===== config.mk =====
export PLATFORM = sky130hd
export DESIGN_NAME = uart_clk_sel
export DESIGN_NICKNAME = d
export VERILOG_FILES = /design/src/rtl/uart_clk_sel_pkg.sv /design/src/rtl/ucs_rst_sync.sv /design/src/rtl/ucs_pin_sync.sv /design/src/rtl/ucs_rate_div.sv /design/src/rtl/ucs_cfg_reg.sv /design/src/rtl/uart_clk_sel.sv
export SDC_FILE = /design/constraint.sdc
export NUM_CORES = 1
export LEC_CHECK = 0
export ABC_AREA = 1
export BUFFER_PORTS_ARGS = -buffer_cell sky130_fd_sc_hd__buf_4
export CORE_AREA = 5 5 70 72
export DETAILED_ROUTE_END_ITERATION = 6
export DIE_AREA = 0 0 75 77
export SYNTH_ARGS = -nofsm -noshare
export SYNTH_HDL_FRONTEND = slang
export SYNTH_SLANG_ARGS = --single-unit
export TNS_END_PERCENT = 1

===== constraint.sdc =====
create_clock -name clk_i -period 2 [get_ports clk_i]
set_input_delay 0 -clock clk_i [delete_from_list [all_inputs] [get_ports clk_i]]
set_output_delay 0 -clock clk_i [all_outputs]
set_load 0.03 [all_outputs]

===== src/rtl/uart_clk_sel_pkg.sv =====
package uart_clk_sel_pkg;

  typedef enum logic [1:0] {
    RXS_PIN  = 2'b00,
    RXS_DSR  = 2'b01,
    RXS_BAUD = 2'b10,
    RXS_TXCK = 2'b11
  } rx_src_e;

  typedef enum logic [1:0] {
    PIN_MODEM  = 2'b00,
    PIN_TXBIT  = 2'b01,
    PIN_BAUD   = 2'b10,
    PIN_RSVD   = 2'b11
  } pin_mode_e;

  typedef struct packed {
    logic      rsvd;
    pin_mode_e pin_mode;
    logic      tx_1x;
    logic      tx_src;
    logic      rx_1x;
    rx_src_e   rx_src;
  } sel_cfg_t;

  localparam int unsigned CFG_W = $bits(sel_cfg_t);
  localparam logic [CFG_W-1:0] CFG_WMASK = 8'h7F;

  localparam int unsigned LANE_RXPIN = 0;
  localparam int unsigned LANE_DSR   = 1;
  localparam int unsigned LANE_RI    = 2;
  localparam int unsigned NUM_LANES  = 3;

endpackage


===== src/rtl/ucs_rst_sync.sv =====
module ucs_rst_sync (
  input  logic clk_i,
  input  logic rst_ni,
  output logic rst_no
);
  logic [1:0] stage_q;
  logic [1:0] stage_d;

  always_comb begin
    stage_d = {stage_q[0], 1'b1};
  end

  always_ff @(posedge clk_i or negedge rst_ni) begin
    if (!rst_ni) stage_q <= 2'b00;
    else         stage_q <= stage_d;
  end

  assign rst_no = stage_q[1];
endmodule


===== src/rtl/ucs_pin_sync.sv =====
module ucs_pin_sync #(
  parameter int unsigned LANES = 3
) (
  input  logic             clk_i,
  input  logic             rst_ni,
  input  logic [LANES-1:0] pin_i,
  output logic [LANES-1:0] rise_o
);
  logic [LANES-1:0] meta_q, sync_q, prev_q;

  for (genvar g = 0; g < LANES; g++) begin : g_lane
    logic meta_d, sync_d, prev_d;

    always_comb begin
      meta_d = pin_i[g];
      sync_d = meta_q[g];
      prev_d = sync_q[g];
    end

    always_ff @(posedge clk_i or negedge rst_ni) begin
      if (!rst_ni) begin
        meta_q[g] <= 1'b0;
        sync_q[g] <= 1'b0;
        prev_q[g] <= 1'b0;
      end else begin
        meta_q[g] <= meta_d;
        sync_q[g] <= sync_d;
        prev_q[g] <= prev_d;
      end
    end

    assign rise_o[g] = sync_q[g] & ~prev_q[g];

    // a held level must not produce a second edge
    p_edge_single_r8: assert property (@(posedge clk_i) disable iff (!rst_ni)
      rise_o[g] |=> !rise_o[g]);
  end
endmodule


===== src/rtl/ucs_rate_div.sv =====
module ucs_rate_div #(
  parameter int unsigned RATE_W   = 5,
  parameter int unsigned DEF_RATE = 16
) (
  input  logic              clk_i,
  input  logic              rst_ni,
  input  logic              clr_i,
  input  logic              tick_i,
  input  logic              one_x_i,
  input  logic [RATE_W-1:0] rate_i,
  output logic              en_o
);
  localparam logic [RATE_W-1:0] DEF_LAST = RATE_W'(DEF_RATE - 1);

  logic [RATE_W-1:0] cnt_q, cnt_d, last_cnt;
  logic              en_q, en_d;

  always_comb begin
    last_cnt = (rate_i == '0) ? DEF_LAST : (rate_i - RATE_W'(1));
  end

  always_comb begin
    cnt_d = cnt_q;
    en_d  = 1'b0;
    if (clr_i) begin
      cnt_d = '0;
    end else if (tick_i) begin
      if (one_x_i) begin
        en_d = 1'b1;
      end else if (cnt_q >= last_cnt) begin
        en_d  = 1'b1;
        cnt_d = '0;
      end else begin
        cnt_d = cnt_q + RATE_W'(1);
      end
    end
  end

  always_ff @(posedge clk_i or negedge rst_ni) begin
    if (!rst_ni) begin
      cnt_q <= '0;
      en_q  <= 1'b0;
    end else begin
      cnt_q <= cnt_d;
      en_q  <= en_d;
    end
  end

  assign en_o = en_q;

  p_en_after_tick_r7: assert property (@(posedge clk_i) disable iff (!rst_ni)
    en_q |-> ($past(tick_i) && !$past(clr_i)));

  p_every_edge_1x_r4: assert property (@(posedge clk_i) disable iff (!rst_ni)
    (tick_i && one_x_i && !clr_i) |=> en_q);

  p_clear_quiet_r11: assert property (@(posedge clk_i) disable iff (!rst_ni)
    clr_i |=> !en_q);
endmodule


===== src/rtl/ucs_cfg_reg.sv =====
module ucs_cfg_reg
  import uart_clk_sel_pkg::*;
(
  input  logic             clk_i,
  input  logic             rst_ni,
  input  logic             we_i,
  input  logic [CFG_W-1:0] wdata_i,
  output sel_cfg_t         cfg_o
);
  logic [CFG_W-1:0] cfg_q, cfg_d;

  always_comb begin
    cfg_d = cfg_q;
    if (we_i) cfg_d = wdata_i & CFG_WMASK;
  end

  always_ff @(posedge clk_i or negedge rst_ni) begin
    if (!rst_ni) cfg_q <= '0;
    else         cfg_q <= cfg_d;
  end

  assign cfg_o = sel_cfg_t'(cfg_q);
endmodule


===== src/rtl/uart_clk_sel.sv =====
module uart_clk_sel
  import uart_clk_sel_pkg::*;
#(
  parameter int unsigned RATE_W   = 5,
  parameter int unsigned DEF_RATE = 16
) (
  input  logic              clk_i,
  input  logic              rst_ni,
  input  logic              chan_rst_i,
  input  logic              cfg_we_i,
  input  logic [7:0]        cfg_wdata_i,
  output logic [7:0]        cfg_rdata_o,
  input  logic [RATE_W-1:0] os_rate_i,
  input  logic              baud_tick_i,
  input  logic              rx_clk_pin_i,
  input  logic              dsr_pin_i,
  input  logic              ri_pin_i,
  input  logic              dtr_modem_i,
  output logic              rx_en_o,
  output logic              tx_en_o,
  output logic              dtr_pin_o
);
  localparam int unsigned DIRS = 2;
  localparam int unsigned D_RX = 0;
  localparam int unsigned D_TX = 1;

  logic                 rst_n;
  logic [NUM_LANES-1:0] pins, rises;
  sel_cfg_t             cfg;
  logic                 tx_tick, rx_tick;
  logic [DIRS-1:0]      dir_tick, dir_1x, dir_en;
  logic                 baud_q, baud_d;

  ucs_rst_sync u_rst (
    .clk_i  (clk_i),
    .rst_ni (rst_ni),
    .rst_no (rst_n)
  );

  always_comb begin
    pins             = '0;
    pins[LANE_RXPIN] = rx_clk_pin_i;
    pins[LANE_DSR]   = dsr_pin_i;
    pins[LANE_RI]    = ri_pin_i;
  end

  ucs_pin_sync #(.LANES(NUM_LANES)) u_sync (
    .clk_i  (clk_i),
    .rst_ni (rst_n),
    .pin_i  (pins),
    .rise_o (rises)
  );

  ucs_cfg_reg u_cfg (
    .clk_i   (clk_i),
    .rst_ni  (rst_n),
    .we_i    (cfg_we_i),
    .wdata_i (cfg_wdata_i),
    .cfg_o   (cfg)
  );

  assign cfg_rdata_o = cfg;

  always_comb begin
    tx_tick = cfg.tx_src ? rises[LANE_RI] : baud_tick_i;
    unique case (cfg.rx_src)
      RXS_PIN:  rx_tick = rises[LANE_RXPIN];
      RXS_DSR:  rx_tick = rises[LANE_DSR];
      RXS_BAUD: rx_tick = baud_tick_i;
      default:  rx_tick = tx_tick;
    endcase
    dir_tick = '0;
    dir_1x   = '0;
    dir_tick[D_RX] = rx_tick;
    dir_tick[D_TX] = tx_tick;
    dir_1x[D_RX]   = cfg.rx_1x;
    dir_1x[D_TX]   = cfg.tx_1x;
  end

  for (genvar d = 0; d < DIRS; d++) begin : g_dir
    ucs_rate_div #(.RATE_W(RATE_W), .DEF_RATE(DEF_RATE)) u_div (
      .clk_i   (clk_i),
      .rst_ni  (rst_n),
      .clr_i   (chan_rst_i),
      .tick_i  (dir_tick[d]),
      .one_x_i (dir_1x[d]),
      .rate_i  (os_rate_i),
      .en_o    (dir_en[d])
    );
  end

  assign rx_en_o = dir_en[D_RX];
  assign tx_en_o = dir_en[D_TX];

  always_comb baud_d = baud_tick_i;

  always_ff @(posedge clk_i or negedge rst_n) begin
    if (!rst_n) baud_q <= 1'b0;
    else        baud_q <= baud_d;
  end

  always_comb begin
    case (cfg.pin_mode)
      PIN_TXBIT: dtr_pin_o = dir_en[D_TX];
      PIN_BAUD:  dtr_pin_o = baud_q;
      default:   dtr_pin_o = dtr_modem_i;
    endcase
  end

  p_cfg_hold_chanrst_r5: assert property (@(posedge clk_i) disable iff (!rst_n)
    (chan_rst_i && !cfg_we_i) |=> $stable(cfg_rdata_o));

  p_rsvd_clear_r6: assert property (@(posedge clk_i) disable iff (!rst_n)
    cfg_we_i |=> !cfg_rdata_o[7]);

  p_rx_borrows_tx_r2: assert property (@(posedge clk_i) disable iff (!rst_n)
    (cfg.rx_src == RXS_TXCK && cfg.rx_1x && cfg.tx_1x && !chan_rst_i && !cfg_we_i)
      |=> (rx_en_o == tx_en_o));
endmodule


# Word level (Yosys, flattened, before mapping)
# Cells that the tools add are included.
[op_classes]
n_reduce_logical = 6
order_cmp = 2
addsub = 3
mux = 20
n_bitwise = 6
n_eq_ne = 6
[ops]
columns = ["operator", "n"]
rows = [
  ["5-bit 2-to-1 mux", 9],
  ["5-bit by 1-bit adder with 5-bit output (second input constant)", 2],
  ["5-bit >= comparator", 2],
  ["1-bit 2-to-1 mux", 9],
  ["5-bit zero test", 1],
  ["5-bit by 1-bit subtractor with 5-bit output (second input constant)", 1],
  ["2-bit by 1-bit == test with 1-bit output (second input constant)", 2],
  ["2-bit == test (second input constant)", 2],
  ["2-bit != test (second input constant)", 2],
  ["2-bit AND reduction", 2],
  ["2-bit nonzero test", 2],
  ["1-bit bitwise AND", 3],
  ["1-bit NOT", 3],
  ["1-bit one-hot mux with 3 select lines", 1],
  ["2-bit zero test", 1],
  ["1-bit one-hot mux with 2 select lines", 1],
]
[word_totals]
regBits = 31
output_inout_bits = 11

# Longest topological paths before layout
[depth]
depth_word = 7
mapped_depth = 17

# Modules after synthesis
# From an unflattened synthesis, not the netlist that was laid out.
[unflattened]
hier_cells = 237
hier_area_um2 = 1811.7
[modules_own_cells]
columns = ["mod", "seq_area_each_um2", "area_per_inst_um2", "instances", "cells_each"]
rows = [
  ["ucs_rate_div", 150.1, 539.3, 2, 81],
  ["ucs_cfg_reg", 175.2, 280.3, 1, 32],
  ["ucs_pin_sync", 225.2, 255.2, 1, 15],
  ["uart_clk_sel", 25.0, 143.9, 1, 25],
  ["ucs_rst_sync", 50.0, 53.8, 1, 3],
]

# Worst setup path after synthesis
# No wires, ideal clock.
[synth_path]
path_type = "flip-flop to output port"
startpoint = "register u_cfg.cfg_q[5] (netlist: u_cfg.cfg_o[5])"
endpoint = "output dtr_pin_o"
stages_incl_launch_ff = 4
t_required_ps = 2000
n_path_buf = 0
setup_slack_ps = 537
arrival_time_ps = 1463
path_cell_list = "dfrtp_1 inv_1 ha_1 a22oi_1"
[synth_via]
elab_chain_cells = 2
word_cells_on_any_way = 3
classes_between = "2 x eq/ne; 1 x mux"
[synth_lines]
columns = ["element", "line_no", "source"]
rows = [
  ["from (decl)", "ucs_cfg_reg.sv:10", "logic [CFG_W-1:0] cfg_q, cfg_d;"],
  ["from (signal assigned)", "ucs_cfg_reg.sv:19", "else cfg_q <= cfg_d;"],
  ["2-bit == test or 2-bit by 1-bit == test with 1-bit output (tied branches)", "uart_clk_sel.sv:103", "case (cfg.pin_mode)"],
  ["1-bit one-hot mux with 2 select lines *", "uart_clk_sel.sv:103", ""],
  ["to (decl)", "uart_clk_sel.sv:21", "output logic dtr_pin_o"],
]
# Every way passes the cells marked *; elsewhere a longest branch is shown, timed or not.

# Worst setup path after layout
[layout_path]
startpoint = "register g_dir[1].u_div.cnt_q[0]"
endpoint = "register g_dir[1].u_div.en_q"
[layout_via]
elab_chain_cells = 5
[layout_lines]
columns = ["element", "line_no", "source"]
rows = [
  ["from (decl)", "ucs_rate_div.sv:15", "logic [RATE_W-1:0] cnt_q, cnt_d, last_cnt;"],
  ["from (signal assigned)", "ucs_rate_div.sv:44", "cnt_q <= cnt_d;"],
  ["5-bit >= comparator", "ucs_rate_div.sv:30", "end else if (cnt_q >= last_cnt) begin"],
  ["1-bit 2-to-1 mux", "ucs_rate_div.sv:30", ""],
  ["1-bit 2-to-1 mux", "ucs_rate_div.sv:28", "if (one_x_i) begin"],
  ["1-bit 2-to-1 mux", "ucs_rate_div.sv:27", "end else if (tick_i) begin"],
  ["1-bit 2-to-1 mux", "ucs_rate_div.sv:25", "if (clr_i) begin"],
  ["named net g_dir[1].u_div.en_d", "ucs_rate_div.sv:16", "logic en_q, en_d;"],
  ["to (signal assigned)", "ucs_rate_div.sv:45", "en_q <= en_d;"],
  ["to (decl)", "ucs_rate_div.sv:16", ""],
]
# The timed path passes the listed nets, and every way through them passes these cells.
# A chain may end at the register's enable or synchronous reset.

==> key figures <==
Worst setup path
  • Reg2Reg Launch Point: g_dir[1].u_div.cnt_q[0]$_DFFE_PN0P_
  • Worst Path Required: 2.17 ns
  • Cell with the most instances on the worst path: nand2_1
  • Max incr delay on CP: 0.39 ns
  • Worst Path Arrival: 1.78 ns
  • Max FO, Critical Path: 6
  • Crit-path cells: inv_1, ha_1, inv_1, nand2_1, nand2_1, nand2_1, nand2_1, nand2_1, nand2_1, nand2_1, nand2_1, nand3_1, nand2_1, inv_1
  • FF-to-FF End: g_dir[1].u_div.en_o$_DFF_PN0_
  • Critical path depth: 14
  • CP Class: flip-flop to flip-flop
  • Critical Path Sink: g_dir[1].u_div.en_o$_DFF_PN0_
  • Critical Path Source Type: flip-flop
  • Reg2Reg Depth: 14
  • Reg-to-reg slack, setup: 0.39 ns
  • Kind of end point of the critical path: flip-flop
  • Cell family with most CP delay: simple AND/OR/NAND/NOR gates
  • CP bufs+invs: 3
  • CP max-delay cell: dfrtp_1
  • Worst setup startpoint: g_dir[1].u_div.cnt_q[0]$_DFFE_PN0P_

Clock network
  • Max clock buf depth: 2
  • Num CTS Buffers: 5
  • Clock sink total: 31
  • Worst-Skew Late Latency: 0.27 ns
  • CTS tree: done
  • Clk pin slew, worst setup/hold paths: 0.06 ns
  • Clock Tree Root: clkbuf_8
  • CTS H-tree lvls: 2

Global route
  • Antenna violations before repair: 0
  • Overflow left after global routing: 0
  • Tot GR Track Use: 12.2%
  • Largest net degree at the start of global routing: 30
  • First-pass GRT wire length: 5.46 mm
  • Vias in the first global route: 1222

Final layout
  • Layout cells sized above 1: 18.6%
  • Number of diodes: 0
  • Most common cell after layout, fill and taps aside: nand2_1
  • Fin cells: 288
  • Fillcell total: 398
  • Most frequent cells in the layout: nand2_1, dfrtp_1, buf_4
  • Layout area overhead: 30.2%
  • Fin nets: 270
  • Final Util: 50.0%

Power
  • Leakage: 1.11 nW
  • P per Cell Area: 738 nW/um^2
  • VDD IR max: 0.583 mV

Timing
  • Hold Violations, Final: 0
  • Hold_ws: 0.0139 ns
  • Max frequency: 621 MHz
  • Setup TNS: 0 ns
  • Clk_skew: 0.00208 ns
  • Setup violators final: 0
  • Unrepaired setup endpoints after global routing: no
  • Fin. max-slew vios: 0
  • Min Clock Period, post-route: 1.61 ns
  • Final period util: 80.5%

Placed design
  • # port buffers: 30
  • Final Wtd Congestion: 0.739
  • Placed cells: 268
  • Post-DP HPWL: 2.34 mm

Yosys
  • Sequential area share after synthesis: 47.7%
  • #FFs+latches synth: 31
  • Post-synth cell types: 22
  • Post-synthesis cell count: 189
  • Leading area contributor after synthesis: dfrtp_1
  • Synth Warn #: 0
  • Post-Syn Nets: 224
  • Synth area leaders: dfrtp_1, nand2_1, ha_1
  • Mapped Area: 1630 um^2
  • Synth top area share: 47.7%
  • Syn_area_per_cell: 8.61 um^2

Floorplanning
  • Num rows: 24
  • Die span in y: 77 um
  • Starting Density: 38.4%
  • Die Span X: 75 um
  • Placeable Area: 4230 um^2
  • IO Pins: 33
  • Die area: 5780 um^2

Route
  • Routed WL per cell: 10.7 um
  • DRC: 0
  • Drt pass-1 iters: 4
  • Vias per Instance: 4.50
  • DR iter-0 viols: 63
  • Antenna-violating nets left: 0
  • Post-Route WL: 3.10 mm
  • Via count: 1296

Run status
  • Status: completed

Job
  • Max-cap viol count: 0

Min path
  • Path type of the worst min-delay path: primary input to flip-flop
==> where the power goes <==
part / switching (W) / leakage, nW / total, W / internal, W
Combinational: 0.000192 / 0.672 / 0.000336 / 0.000144
Sequential: 0.0000352 / 0.389 / 0.000706 / 0.000671
Clock: 0.000207 / 0.0515 / 0.000520 / 0.000313
==> layout make-up <==
class / instances / area, um^2 / area share, %
flip-flops and latches: 31 / 776 / 36.6
multi-input cells: 126 / 719 / 34.0
repair buffers: 43 / 353 / 16.7
inverters: 28 / 105 / 4.96
clock buffers: 8 / 100 / 4.73
well taps: 52 / 65.1 / 3.07
==> worst reg2reg max path, delay by kind of cell, from the launching register on <==
kind	cells	cell delay (ns)
buf+inv	3	0.15
fa+ha+maj	1	0.29
simple gates	10	0.67
flops	1	0.39
==> cell families after synthesis <==
logic type               count (synthesis)  share of synthesized area, %
AND/OR/NAND/NOR                         84                          21.9
buffers and inverters                   32                          8.08
flip-flops                              31                          47.7
AO/OA/AOI/OAI                           19                          7.38
adder cells (fa/ha/maj)                 13                          10.0
XOR/XNOR                                 7                          3.77
other                                    2                         0.462
multiplexers                             1                         0.692
==> per-layer routing <==
layer / track usage, % / routed length (um)
met4: 3.74 / 27
met3: 5.49 / 122
met1: 16.3 / 1490
met5: 0 / 0
met2: 17.6 / 1450
==> Yosys cell counts <==
cell type / instances
nand2_1: 46
dfrtp_1: 31
o21ai_1: 5
a21oi_4: 1
mux2_2: 1
xnor2_1: 3
ha_1: 13
conb_1: 2
xor2_1: 4
nand2_2: 1
nor2_1: 11
clkbuf_1: 1
o21ai_0: 8
buf_4: 3
inv_1: 28
a21oi_2: 1
nand4_1: 1
a22oi_1: 1
nand3_1: 23
nand3b_1: 2
a21oi_1: 1
o21ai_2: 2
==> worst min-delay path by stage <==
stage                               endpoint  cells past startpoint        from  slack (ns)
2_1_floorplan     u_rst.stage_q[0]$_DFF_PN0_                      0      rst_ni       -0.30
3_3_place_gp      u_rst.stage_q[1]$_DFF_PN0_                      1      rst_ni       -0.22
3_5_place_dp      u_rst.stage_q[1]$_DFF_PN0_                      1      rst_ni       -0.22
4_1_cts        g_dir[1].u_div.en_o$_DFF_PN0_                      4  chan_rst_i       0.006
5_1_grt           u_cfg.cfg_o[2]$_DFFE_PN0P_                      2    cfg_we_i        0.02
6_report       g_dir[1].u_div.en_o$_DFF_PN0_                      4  chan_rst_i        0.01
==> state kept, by name, indices dropped and copies added (netlist names) <==
name	cells
u_rst.stage_q	2
u_cfg.cfg_o	7
g_dir.u_div.cnt_q	10
baud_q	1
g_dir.u_div.en_o	2
u_sync.prev_q	3
u_sync.g_lane.prev_d	3
u_sync.g_lane.sync_d	3
==> timing repair <==
item,4_1_cts,5_1_grt
endpoints found under the hold margin,13,0
resized for setup,0,0
hold buffers,12,0
buffers inserted,0,0
==> per-stage QoR <==
stage / total power [W] / setup WS [ns] / cell area (um^2)
after floorplan: 0.000930 / 0.537 / 1630
after global placement: 0.00103 / 0.263 / 1900
after detailed placement: 0.00104 / 0.236 / 1900
after CTS: 0.00159 / 0.378 / 2120
after global routing: 0.00167 / 0.207 / 2120
final: 0.00156 / 0.391 / 2120
Power figures use the tool's default switching activity.
